===== config.mk =====
export PLATFORM = sky130hd
export DESIGN_NAME = ddr_cmd_slotter
export DESIGN_NICKNAME = d
export VERILOG_FILES = /design/src/rtl/ddr_slot_pkg.sv /design/src/rtl/ddr_cmd_gate.sv /design/src/rtl/ddr_rank_slot.sv /design/src/rtl/ddr_slot_regs.sv /design/src/rtl/ddr_cmd_slotter.sv
export SDC_FILE = /design/constraint.sdc
export NUM_CORES = 1
export LEC_CHECK = 0
export ABC_AREA = 1
export BUFFER_PORTS_ARGS = -buffer_cell sky130_fd_sc_hd__clkbuf_2
export CAP_MARGIN = 40
export CORE_ASPECT_RATIO = 0.75
export CORE_MARGIN = 2
export CORE_UTILIZATION = 34
export CTS_CLUSTER_DIAMETER = 100
export DETAILED_ROUTE_END_ITERATION = 8
export PLACE_DENSITY = 0.84
export SETUP_SLACK_MARGIN = 0.1
export SYNTH_ARGS = -nofsm -noshare
export SYNTH_HDL_FRONTEND = slang
export SYNTH_SLANG_ARGS = --single-unit

===== constraint.sdc =====
create_clock -name clk -period 0.8 [get_ports clk]
set_clock_uncertainty 0.05 [all_clocks]
set_input_delay 0.16 -clock clk [delete_from_list [all_inputs] [get_ports clk]]
set_output_delay 0.16 -clock clk [all_outputs]
set_load 0.01 [all_outputs]

===== src/rtl/ddr_slot_pkg.sv =====
package ddr_slot_pkg;

  // Slot choice for chip select and ODT inside one half-rate period
  typedef enum logic {
    SLOT_RISE = 1'b0,
    SLOT_FALL = 1'b1
  } slot_e;

  // {ras_n, cas_n, we_n} for a no-operation cycle
  localparam logic [2:0] CMD_NOP = 3'b111;

  // Command bits to launch: the request when valid, otherwise NOP
  function automatic logic [2:0] gate_cmd(input logic valid, input logic ras_n,
                                          input logic cas_n, input logic we_n);
    return valid ? {ras_n, cas_n, we_n} : CMD_NOP;
  endfunction

  // Whether the selected rank is driven in a given slot
  function automatic logic slot_hit(input logic full_rate, input slot_e pick,
                                    input slot_e this_slot);
    return full_rate || (pick == this_slot);
  endfunction

endpackage


===== src/rtl/ddr_cmd_gate.sv =====
module ddr_cmd_gate #(
  parameter int ADDR_W = 14,
  parameter int BANK_W = 3
) (
  input  logic              valid,
  input  logic              ras_n,
  input  logic              cas_n,
  input  logic              we_n,
  input  logic [ADDR_W-1:0] addr,
  input  logic [BANK_W-1:0] bank,
  output logic [2:0]        cmd_bits,
  output logic [ADDR_W-1:0] addr_out,
  output logic [BANK_W-1:0] bank_out
);
  import ddr_slot_pkg::*;

  always_comb begin
    cmd_bits = gate_cmd(valid, ras_n, cas_n, we_n);
    addr_out = valid ? addr : '0;
    bank_out = valid ? bank : '0;
  end
endmodule


===== src/rtl/ddr_rank_slot.sv =====
module ddr_rank_slot #(
  parameter int RANKS     = 2,
  parameter bit FULL_RATE = 1'b0,
  localparam int RANK_W   = (RANKS > 1) ? $clog2(RANKS) : 1
) (
  input  logic              valid,
  input  logic [RANK_W-1:0] rank,
  input  logic              odt,
  input  logic              slot_lo,
  output logic [RANKS-1:0]  sel_hi,
  output logic [RANKS-1:0]  sel_lo,
  output logic [RANKS-1:0]  odt_hi,
  output logic [RANKS-1:0]  odt_lo
);
  import ddr_slot_pkg::*;

  logic [RANKS-1:0] rank_hit;
  logic             use_hi;
  logic             use_lo;
  slot_e            pick;

  for (genvar k = 0; k < RANKS; k++) begin : g_rank
    assign rank_hit[k] = valid && (rank == RANK_W'(k));
  end

  assign pick = slot_e'(slot_lo);

  if (FULL_RATE) begin : g_full
    // No slot conversion: the command fills the whole memory cycle
    assign use_hi = slot_hit(1'b1, pick, SLOT_RISE);
    assign use_lo = slot_hit(1'b1, pick, SLOT_FALL);
  end else begin : g_half
    assign use_hi = slot_hit(1'b0, pick, SLOT_RISE);
    assign use_lo = slot_hit(1'b0, pick, SLOT_FALL);
  end

  always_comb begin
    sel_hi = use_hi ? rank_hit : '0;
    sel_lo = use_lo ? rank_hit : '0;
    odt_hi = sel_hi & {RANKS{odt}};
    odt_lo = sel_lo & {RANKS{odt}};
  end
endmodule


===== src/rtl/ddr_slot_regs.sv =====
module ddr_slot_regs #(
  parameter int           W       = 8,
  parameter logic [W-1:0] RST_VAL = '0
) (
  input  logic         clk,
  input  logic         rst,
  input  logic [W-1:0] d,
  output logic [W-1:0] q
);
  always_ff @(posedge clk) begin
    if (rst) q <= RST_VAL;
    else     q <= d;
  end
endmodule


===== src/rtl/ddr_cmd_slotter.sv =====
module ddr_cmd_slotter #(
  parameter int   ADDR_W    = 14,
  parameter int   BANK_W    = 3,
  parameter int   RANKS     = 2,
  parameter bit   FULL_RATE = 1'b0,
  parameter logic CKE_RST   = 1'b0,
  localparam int  RANK_W    = (RANKS > 1) ? $clog2(RANKS) : 1
) (
  input  logic              clk,
  input  logic              rst,
  input  logic              cmd_valid,
  input  logic              cmd_ras_n,
  input  logic              cmd_cas_n,
  input  logic              cmd_we_n,
  input  logic [ADDR_W-1:0] cmd_addr,
  input  logic [BANK_W-1:0] cmd_bank,
  input  logic [RANK_W-1:0] cmd_rank,
  input  logic              cmd_odt,
  input  logic              cmd_slot_lo,
  input  logic              cke_in,
  output logic [RANKS-1:0]  cs_n_hi,
  output logic [RANKS-1:0]  cs_n_lo,
  output logic [RANKS-1:0]  odt_hi,
  output logic [RANKS-1:0]  odt_lo,
  output logic              ras_n_hi,
  output logic              ras_n_lo,
  output logic              cas_n_hi,
  output logic              cas_n_lo,
  output logic              we_n_hi,
  output logic              we_n_lo,
  output logic [ADDR_W-1:0] addr_hi,
  output logic [ADDR_W-1:0] addr_lo,
  output logic [BANK_W-1:0] bank_hi,
  output logic [BANK_W-1:0] bank_lo,
  output logic              cke_hi,
  output logic              cke_lo
);
  import ddr_slot_pkg::*;

  // Slot word layout: {cke, cs_n, odt, ras_n/cas_n/we_n, bank, addr}
  localparam int VEC_W = 1 + 2 * RANKS + 3 + BANK_W + ADDR_W;
  localparam logic [VEC_W-1:0] RST_VEC =
    {CKE_RST, {RANKS{1'b1}}, {RANKS{1'b0}}, CMD_NOP, {BANK_W{1'b0}}, {ADDR_W{1'b0}}};

  // Named events for the checker
  logic cmd_fire;
  logic cs_in_fall;
  assign cmd_fire   = cmd_valid;
  assign cs_in_fall = cmd_slot_lo;

  logic [2:0]        cmd_bits;
  logic [ADDR_W-1:0] addr_g;
  logic [BANK_W-1:0] bank_g;
  logic [RANKS-1:0]  sel_hi, sel_lo, odt_sel_hi, odt_sel_lo;

  ddr_cmd_gate #(.ADDR_W(ADDR_W), .BANK_W(BANK_W)) u_gate (
    .valid    (cmd_fire),
    .ras_n    (cmd_ras_n),
    .cas_n    (cmd_cas_n),
    .we_n     (cmd_we_n),
    .addr     (cmd_addr),
    .bank     (cmd_bank),
    .cmd_bits (cmd_bits),
    .addr_out (addr_g),
    .bank_out (bank_g)
  );

  ddr_rank_slot #(.RANKS(RANKS), .FULL_RATE(FULL_RATE)) u_rank (
    .valid   (cmd_fire),
    .rank    (cmd_rank),
    .odt     (cmd_odt),
    .slot_lo (cs_in_fall),
    .sel_hi  (sel_hi),
    .sel_lo  (sel_lo),
    .odt_hi  (odt_sel_hi),
    .odt_lo  (odt_sel_lo)
  );

  logic [VEC_W-1:0] d_hi, d_lo, q_hi, q_lo;
  assign d_hi = {cke_in, ~sel_hi, odt_sel_hi, cmd_bits, bank_g, addr_g};
  assign d_lo = {cke_in, ~sel_lo, odt_sel_lo, cmd_bits, bank_g, addr_g};

  ddr_slot_regs #(.W(VEC_W), .RST_VAL(RST_VEC)) u_regs_hi (
    .clk (clk), .rst (rst), .d (d_hi), .q (q_hi)
  );
  ddr_slot_regs #(.W(VEC_W), .RST_VAL(RST_VEC)) u_regs_lo (
    .clk (clk), .rst (rst), .d (d_lo), .q (q_lo)
  );

  assign {cke_hi, cs_n_hi, odt_hi, ras_n_hi, cas_n_hi, we_n_hi, bank_hi, addr_hi} = q_hi;
  assign {cke_lo, cs_n_lo, odt_lo, ras_n_lo, cas_n_lo, we_n_lo, bank_lo, addr_lo} = q_lo;
endmodule


-- Word-level counts from Yosys, hierarchy flattened
Index checks and enable logic that the tools add are counted.
- bits in registers: 50
- input port bits: 27
- output and inout port bits: 50
- logic and storage cells: 14
- muxes and demuxes: 5
- bitwise logic cells: 5
- reductions and logical operators: 2
- operators with widths (operator ; number):
    $mux 14 ; 1
    $mux 3 ; 2
    $and 2x2->2 ; 2
    $mux 2 ; 2
    $not 2->2 ; 2
    $logic_and 1x1->1 ; 2
    $not 1->1 ; 1

-- Longest topological paths before layout
- word-level depth: 4
- gate-level depth with buffers: 4
- depth with buffers taken out: 4

-- Modules after synthesis
A second synthesis with hierarchy kept.
- cell total of the unflattened synthesis: 216
- area total of the unflattened synthesis: 1681.6 um^2
- modules (own cells, without submodules) (module ; times used ; cells each ; area an instance (um^2) ; sequential area each (um^2)):
    ddr_slot_regs ; 2 ; 78 ; 714.4 ; 500.5
    ddr_cmd_gate ; 1 ; 42 ; 172.7 ; 0.0
    ddr_rank_slot ; 1 ; 14 ; 65.1 ; 0.0
    ddr_cmd_slotter ; 1 ; 4 ; 15.0 ; 0.0

-- Worst setup path after synthesis
No wires, ideal clock.
- kind: input-to-reg
- start point: in rst
- end point: reg u_regs_hi.q[17]
- library setup time: 0.120 ns
- arrival time: 0.539 ns
- required time: 0.630 ns
- setup slack: 0.090 ns
- cell stages on the path: 4
- buffers on the path: 1
- cell sequence: inv_2 -> nand2_2 -> buf_6 -> or2_1
- RTL lines (item ; RTL line ; text):
    from (decl) ; ddr_cmd_slotter.sv:10 ; input logic rst,
    to (signal assigned) ; ddr_slot_regs.sv:11 ; if (rst) q <= RST_VAL;
    to (signal assigned) ; ddr_slot_regs.sv:12 ; else q <= d;
    to (decl) ; ddr_slot_regs.sv:8 ; output logic [W-1:0] q

==> flow_summary.yaml <==
placed_design:
  place_inst: 203
  port_buffers: 76
  routabilityCongestion: 0.711
  dp_hpwl_um: 1460
  dp_slack_ns: -0.0836
run:
  drv_cap: 0
finish:
  final_nets: 201
  drive_gt1_frac: 0.649
  final_common_cell: "buf_6"
  final_cell_mix: "buf_6, clkbuf_2, nor2_1"
  antenna_cells: 0
  finalNonFillerCells: 210
  area_delta_synth_final_pct: 61.3
synth:
  yosysSeqAreaShare: 0.593
  synth_top_cell_by_area: "dfxtp_1"
  synthTopCellsByArea: "dfxtp_1, buf_4, nor2_1"
  synthDistinctLibCells: 10
  synth_area_um2: 978
  syn-num-nets: 136
  ys_warn_count: 0
  ys_seq_elements: 29
  synth_top_area_share: 0.593
  syn_area_per_cell_um2: 8.98
  postSynthCellCount: 109
route:
  post-route-drc-count: 0
  drtIter0Drc: 14
  drt.antenna.violating_nets: 0
  firstDrtPassIters: 2
  vias: 821
  wl_um: 2100
  drt-vias-per-instance: 3.91
  routedWlPerCell_um: 10.0
power_and_ir_drop:
  ir_drop_uv: 1010
  p_per_area_mw_per_mm2: 1930
  leakagePower_nw: 0.885
sta:
  worst_pin_slew_ns: 0.249
  fin_ws_ns: -0.134
  rsz0062_at_grt: "true"
  finalCritPeriodShare: 1.17
  setup_violations: 50
  slew_headroom: 0.833
  max_freq_mhz: 1070
  period_needed_ns: 0.934
  hold_viol: 0
  fin_tns_setup_ns: -5.96
  drv_slew: 0
worst_setup_path:
  cp-end-kind: "output port"
  critPathKind: "reg2out"
  critPathArrivalTime_ns: 0.72
  cp_top_family: "flip-flops"
  required_ns: 0.59
  cp-start-kind: "flop"
  slowest_stage: "dfxtp_2"
  critPathMaxFanout: 2
  critPathBufInv: 1
  crit_chain: "buf_6"
  cpPeakStageDelay_ns: 0.35
clock_network:
  cts_root_buffer: "clkbuf_8"
  cts.path.max_buffers: 2
  htree_levels: 2
  numCtsBuffers: 5
  tritoncts: "yes"
  clock_sinks: 29
  post-cts-setup-buffer-count: 0
  path_clk_slew_ns: 0.05
die:
  die_w_um: 65.9
  die-area_mm2: 0.00333
  dieHeight_um: 50.5
  io_pins: 77
  initial_core_util: 0.365
  num_rows: 16
  core_area_mm2: 0.00268
min_path:
  min_path_type: "in2reg"
status:
  violations: "negative setup slack"
  outcome: "finished with violations"
global_routing:
  overflow: 0
  grt_pass1_wl_um: 2950
  antenna_found_initial: 0
  grt_pass1_vias: 727
  grt_max_degree: 14
  track_usage: 0.126
routing by layer:
metal | routed length [um] | global-route usage
met1 | 746 | 0.126
met2 | 1030 | 0.207
met3 | 314 | 0.0830
met4 | 8 | 0.0510
met5 | 0 | 0
sequential cells by signal (all words and copies together) (netlist names):
signal	count
u_regs_hi.q	25
u_regs_lo.q	4
synthesized netlist by cell type, drive strengths merged:
cell type and instances:
inv 23, buf 23, nor2 25, dfxtp 29
or2 3, nand2 6
report_power, final:
group	internal [mW]	switching [mW]
Clock	0.679	0.469
Sequential	1.51	0.0351
Combinational	0.208	0.152
Total	2.39	0.657
worst paths after layout:
path / slack, ns / cells after the start / end / from
max: -0.13 / 1 / addr_lo[12] / u_regs_hi.q[12]$_SDFF_PP0_
min: 0.02 / 2 / u_regs_hi.q[19]$_SDFF_PP1_ / cmd_ras_n
repair_timing:
item                       in CTS  in global routing
hold buffers                    0                  0
setup endpoints to repair      50                 50
gates resized for setup        21                 84
layout make-up:
type / instances / area, um2
repair buffers: 81 / 612
well taps: 36 / 45.0
inverters: 23 / 86.3
multi-input cells: 34 / 138
fillers: 236 / 1100
clock buffers: 7 / 86.3
flip-flops and latches: 29 / 611
cells by family (layout without fill, tap and decap cells):
group	after synthesis	after routing	share of synthesized area
buffers and inverters	46	111	0.266
and+or+nand+nor	34	34	0.141
DFF	29	29	0.593
metrics by stage:
step	total power [mW]	cell area [um2]	util	hold slack [ns]
floorplan	1.72	978	-	0.181
detailed placement	1.85	1270	0.472	0.296
global route	3.23	1580	0.588	0.0155
global placement	1.84	1270	0.472	0.297
finish	3.05	1580	0.588	0.0180
CTS	3.03	1380	0.514	0.00906
(Power assumes the default switching activity.)
